### src/rtl/scr_pkg.sv
package scr_pkg;
   typedef enum logic {
      CFG_ADDR_KEY = 1'b0,
      CFG_DATA_KEY = 1'b1
   } cfg_sel_e;
endpackage

### src/rtl/scr_cfg_regs.sv
module scr_cfg_regs #(
   parameter int ADDR_W = 10,
   parameter int DATA_W = 32
) (
   input  logic              clk,
   input  logic              rst_n,
   input  logic              lock_i,
   input  logic              we_i,
   input  logic              sel_i,
   input  logic [DATA_W-1:0] wdata_i,
   output logic [ADDR_W-1:0] akey_o,
   output logic [DATA_W-1:0] dkey_o
);
   logic              locked_q;
   logic [ADDR_W-1:0] akey_q;
   logic [DATA_W-1:0] dkey_q;
   logic              wr_ok;

   assign wr_ok = we_i && !locked_q && !lock_i;

   always_ff @(posedge clk or negedge rst_n) begin
      if (!rst_n) begin
         locked_q <= 1'b0;
         akey_q   <= '0;
         dkey_q   <= '0;
      end else begin
         if (lock_i) locked_q <= 1'b1;
         if (wr_ok && sel_i == scr_pkg::CFG_ADDR_KEY) akey_q <= wdata_i[ADDR_W-1:0];
         if (wr_ok && sel_i == scr_pkg::CFG_DATA_KEY) dkey_q <= wdata_i;
      end
   end

   assign akey_o = akey_q;
   assign dkey_o = dkey_q;

   // the lock never clears on its own
   assert_lock_sticky_R6: assert property (@(posedge clk) disable iff (!rst_n)
      locked_q |=> locked_q);
   // keys hold once lock is seen
   assert_keys_frozen_R6: assert property (@(posedge clk) disable iff (!rst_n)
      (lock_i || locked_q) |=> ($stable(akey_q) && $stable(dkey_q)));
   // an unlocked data-key write lands
   assert_dkey_load_R3: assert property (@(posedge clk) disable iff (!rst_n)
      (we_i && !lock_i && !locked_q && sel_i == scr_pkg::CFG_DATA_KEY) |=> dkey_o == $past(wdata_i));
endmodule

### src/rtl/scr_addr_map.sv
module scr_addr_map #(
   parameter int ADDR_W = 10
) (
   input  logic [ADDR_W-1:0] laddr_i,
   input  logic [ADDR_W-1:0] akey_i,
   output logic [ADDR_W-1:0] paddr_o
);
   // XOR with a fixed key is its own inverse, hence a bijection
   assign paddr_o = laddr_i ^ akey_i;
endmodule

### src/rtl/scr_data_xform.sv
module scr_data_xform #(
   parameter int ADDR_W = 10,
   parameter int DATA_W = 32
) (
   input  logic [DATA_W-1:0] data_i,
   input  logic [DATA_W-1:0] key_i,
   input  logic [ADDR_W-1:0] laddr_i,
   output logic [DATA_W-1:0] data_o
);
   logic [DATA_W-1:0] tweak;

   generate
      if (DATA_W > ADDR_W) begin : g_ext
         assign tweak = {{(DATA_W-ADDR_W){1'b0}}, laddr_i};
      end else begin : g_same
         assign tweak = laddr_i;
      end
   endgenerate

   assign data_o = data_i ^ key_i ^ tweak;
endmodule

### src/rtl/ram_scrambler.sv
module ram_scrambler #(
   parameter int ADDR_W = 10,
   parameter int DATA_W = 32,
   localparam int STRB_W = DATA_W / 8
) (
   input  logic              clk,
   input  logic              rst_n,
   input  logic              lock_i,
   input  logic              cfg_we_i,
   input  logic              cfg_sel_i,
   input  logic [DATA_W-1:0] cfg_wdata_i,
   input  logic              cpu_req_i,
   input  logic              cpu_we_i,
   input  logic [ADDR_W-1:0] cpu_addr_i,
   input  logic [STRB_W-1:0] cpu_wstrb_i,
   input  logic [DATA_W-1:0] cpu_wdata_i,
   output logic [DATA_W-1:0] cpu_rdata_o,
   output logic              ram_en_o,
   output logic              ram_we_o,
   output logic [ADDR_W-1:0] ram_addr_o,
   output logic [STRB_W-1:0] ram_wstrb_o,
   output logic [DATA_W-1:0] ram_wdata_o,
   input  logic [DATA_W-1:0] ram_rdata_i
);
   initial begin
      assert (DATA_W % 8 == 0 && ADDR_W >= 1 && ADDR_W <= DATA_W)
         else $error("ram_scrambler: bad ADDR_W/DATA_W");
   end

   logic [ADDR_W-1:0] akey;
   logic [DATA_W-1:0] dkey;
   logic [ADDR_W-1:0] rd_addr_q;

   scr_cfg_regs #(.ADDR_W(ADDR_W), .DATA_W(DATA_W)) u_cfg (
      .clk(clk), .rst_n(rst_n), .lock_i(lock_i), .we_i(cfg_we_i),
      .sel_i(cfg_sel_i), .wdata_i(cfg_wdata_i), .akey_o(akey), .dkey_o(dkey)
   );

   scr_addr_map #(.ADDR_W(ADDR_W)) u_amap (
      .laddr_i(cpu_addr_i), .akey_i(akey), .paddr_o(ram_addr_o)
   );

   scr_data_xform #(.ADDR_W(ADDR_W), .DATA_W(DATA_W)) u_wr (
      .data_i(cpu_wdata_i), .key_i(dkey), .laddr_i(cpu_addr_i), .data_o(ram_wdata_o)
   );

   always_ff @(posedge clk or negedge rst_n) begin
      if (!rst_n)                    rd_addr_q <= '0;
      else if (cpu_req_i && !cpu_we_i) rd_addr_q <= cpu_addr_i;
   end

   scr_data_xform #(.ADDR_W(ADDR_W), .DATA_W(DATA_W)) u_rd (
      .data_i(ram_rdata_i), .key_i(dkey), .laddr_i(rd_addr_q), .data_o(cpu_rdata_o)
   );

   assign ram_en_o    = cpu_req_i;
   assign ram_we_o    = cpu_we_i;
   assign ram_wstrb_o = cpu_wstrb_i;

   // while locked, the address offset is one fixed key
   assert_addr_key_const_R2: assert property (@(posedge clk) disable iff (!rst_n)
      (lock_i && $past(lock_i)) |-> ((ram_addr_o ^ cpu_addr_i) == $past(ram_addr_o ^ cpu_addr_i)));
endmodule

### config.mk
export PLATFORM = sky130hd
export DESIGN_NAME = ram_scrambler
export DESIGN_NICKNAME = d
export VERILOG_FILES = /design/src/rtl/scr_pkg.sv /design/src/rtl/scr_cfg_regs.sv /design/src/rtl/scr_addr_map.sv /design/src/rtl/scr_data_xform.sv /design/src/rtl/ram_scrambler.sv
export SDC_FILE = /design/constraint.sdc
export NUM_CORES = 1
export LEC_CHECK = 0
export ABC_AREA = 0
export BUFFER_PORTS_ARGS = -buffer_cell sky130_fd_sc_hd__buf_2
export CORE_ASPECT_RATIO = 2
export CORE_MARGIN = 1
export CORE_UTILIZATION = 44
export DETAILED_ROUTE_END_ITERATION = 7
export PLACE_DENSITY = 0.82
export SYNTH_ARGS = -nofsm -noshare
export SYNTH_HDL_FRONTEND = slang
export SYNTH_HIERARCHICAL = 1
export SYNTH_SLANG_ARGS = --single-unit
export TNS_END_PERCENT = 20
### constraint.sdc
create_clock -name clk -period 2 [get_ports clk]
set_input_delay 0.1 -clock clk [delete_from_list [all_inputs] [get_ports clk]]
set_output_delay 0.1 -clock clk [all_outputs]
set_load 0.02 [all_outputs]
==> results.json <==
{
  "criticalPathCategory": "register to register",
  "grt_max_degree": 53,
  "n_fill_cell": 564,
  "crit-reg2reg-capture": "u_cfg/dkey_o[0]",
  "setup_ws_ns": 0.366,
  "htree_num_levels": 2,
  "design_power_total_mw": 3.01,
  "critical_path_required_ns": 2.17,
  "syn_nets": 312,
  "fp-row-count": 43,
  "globalRoute.totalOverflow": 0,
  "antenna_found_initial": 0,
  "drtAntennaViolNets": 0,
  "grt_first_pass_wirelength_um": 10600,
  "period_share_pct": 81.7,
  "instances_no_fill": 475,
  "layout-drive-gt1-share_pct": 66.0,
  "detailroute.via_count": 2196,
  "dp_slack_ns": 0.380,
  "setup.worst_path.end_class": "register",
  "worst_hold_path.endpoint": "u_cfg/dkey_o[25]",
  "timing.max_cap.violations": 0,
  "clock_sink_count": 53,
  "run_status": "finished clean",
  "cp_arrival_ns": 1.80,
  "synth_sequential_area_ratio_pct": 41.6,
  "power.static_leakage_nw": 2.53,
  "start_util_pct": 45.6,
  "fmax_mhz": 612,
  "cts_made_buffers": 5,
  "report.final.hold_viol_count": 0,
  "dieWidth_um": 62.2,
  "dp.final_hpwl_um": 5650,
  "period_minus_slack_ns": 1.63,
  "die-area_mm2": 0.00761,
  "regToRegStartpoint": "u_cfg/locked_q",
  "setup_viol": 0,
  "final_cell_mix": "buf_2, xor2_1, dfrtp_1",
  "reg2reg_slack_ns": 0.37,
  "gr-usage-all-layers_pct": 18.1,
  "multi_input_area_mm2": 0.00174,
  "holdCritPathClass": "input port to register",
  "wl_um": 6920,
  "area_growth_syn_to_layout_pct": 35.9,
  "layout.area.seq_mm2": 0.00133,
  "drt-wirelength-per-cell_um": 14.6,
  "cpMaxStageDelayCell": "dfrtp_1",
  "firstDrtPassIters": 4,
  "detail_route.iter0.violations": 52,
  "finalWeightedCongestion": 0.743,
  "crit_chain": "nor4bb_4, buf_4, mux2_2",
  "timing_max_transition_violations_final": 0,
  "worst-r2r-cell-count": 3,
  "slew-limit-headroom_pct": 68.9,
  "drt-vias-per-instance": 4.62,
  "clk_root_buffer_cell": "clkbuf_16",
  "clk_pin_slew_worst_paths_ns": 0.06,
  "max_slew.worst_pin.slew_ns": 0.466,
  "final.setup.tns_ns": 0,
  "power.ir.vdd_worst_uv": 537,
  "timing.critical_path.from_type": "register",
  "insertedDiodeCount": 0,
  "drc": 0,
  "fin_skew_ns": 0.00317,
  "cpPeakStageDelay_ns": 0.42,
  "powerDensity_mw_per_mm2": 695,
  "core_region_area_mm2": 0.00699,
  "synthesis.yosys.warnings": 6,
  "clock_insertion_delay_worst_skew_ns": 0.28,
  "via_count_of_the_first_global_routing_pass": 2250,
  "syn_area_per_cell_um2": 16.4,
  "cts_max_path_buffers": 2,
  "die_height_um": 122,
  "post_synth_instance_area_mm2": 0.00319,
  "cts_setup_buffers": 0,
  "hold_path_depth": 2,
  "post-place-cells": 466,
  "hold_start": "cfg_wdata_i[25]",
  "ys_types": 11,
  "finish.net_count": 501,
  "pin_count": 197,
  "postSynthRegisterBits": 53,
  "mostFrequentLayoutCell": "buf_2",
  "rsz_0062_raised_after_global_routing": "false",
  "place.port_buffers": 188,
  "netlist_instances": 195,
  "cp_max_fo": 13,
  "tritoncts_clock_tree": "built"
}
## routing by layer
metal / GRT usage (%) / vias to the layer above / part of all wire (%)
met4: 7.56 / 0 / 1.6
met3: 3.62 / 9 / 5.4
met2: 35.4 / 100 / 60
met1: 18.3 / 1050 / 33
met5: 0 / - / 0
li1: - / 1037 / -
## stage by stage
step	area, um2	util (%)	hold WS, ns
floorplan	3190	-	-0.196
global placement	4190	59.9	-0.101
detailed placement	4190	59.9	-0.100
CTS	4330	61.9	0.0365
global route	4330	61.9	0.0411
finish	4330	61.9	0.0459
## cell families (layout without fill, tap and decap cells)
kind of cell / after synthesis / in the layout / synth area share (%)
muxes: 52 / 52 / 23.1
xor gates and xnor gates: 74 / 74 / 29.7
buffers and inverters: 12 / 202 / 4.39
and+or+nand+nor: 4 / 4 / 1.22
DFF: 53 / 53 / 41.6
## power by group
part	leakage, nW	switching (mW)	internal [mW]
Clock	0.0652	0.341	0.466
Combinational	1.77	0.491	0.487
Sequential	0.693	0.0755	1.15
Total	2.53	0.907	2.10
## worst max path at each step
stage	end	startpoint	cells past startpoint	slack, ns
after floorplan	u_cfg/dkey_o[10]	u_cfg/locked_q	4	0.62
after global placement	u_cfg/dkey_o[0]	u_cfg/locked_q	3	0.41
after detailed placement	u_cfg/dkey_o[0]	u_cfg/locked_q	3	0.38
after CTS	u_cfg/dkey_o[0]	u_cfg/locked_q	3	0.36
after global routing	u_cfg/dkey_o[0]	u_cfg/locked_q	3	0.28
final	u_cfg/dkey_o[0]	u_cfg/locked_q	3	0.37
## synth_stat cells (all sizes together)
cell | instances | area share (%)
xor3 | 20 | 15
xor2 | 54 | 15
nor2b | 1 | 0.43
nor4bb | 1 | 0.31
mux2 | 52 | 23
buf | 12 | 4.4
or2 | 1 | 0.20
dfrtp | 53 | 42
nor4b | 1 | 0.27
## what timing repair did
action | 4_1_cts | 5_1_grt
hold buffers | 1 | 0
hold endpoints to repair | 53 | 0
gates resized for setup | 0 | 0
## area by class of cell
class / count / share of cell area [%]
sequential: 53 / 30.6
clock buffer: 8 / 3.15
tap: 90 / 2.60
multi-input combinational: 130 / 40.3
timing repair buffer: 194 / 23.4
## worst max-delay path, delay by kind of cell (launching register included)
family | cells | cell delay [ns]
flops | 1 | 0.42
mux | 1 | 0.36
buf+inv | 1 | 0.33
simple gates | 1 | 0.39
## state kept, by name, summed over array words and instances, names as in the netlist
register        flops
u_cfg/dkey_o       32
rd_addr_q          10
u_cfg/locked_q      1
u_cfg/akey_o       10
Power figures use the tool's default switching activity.
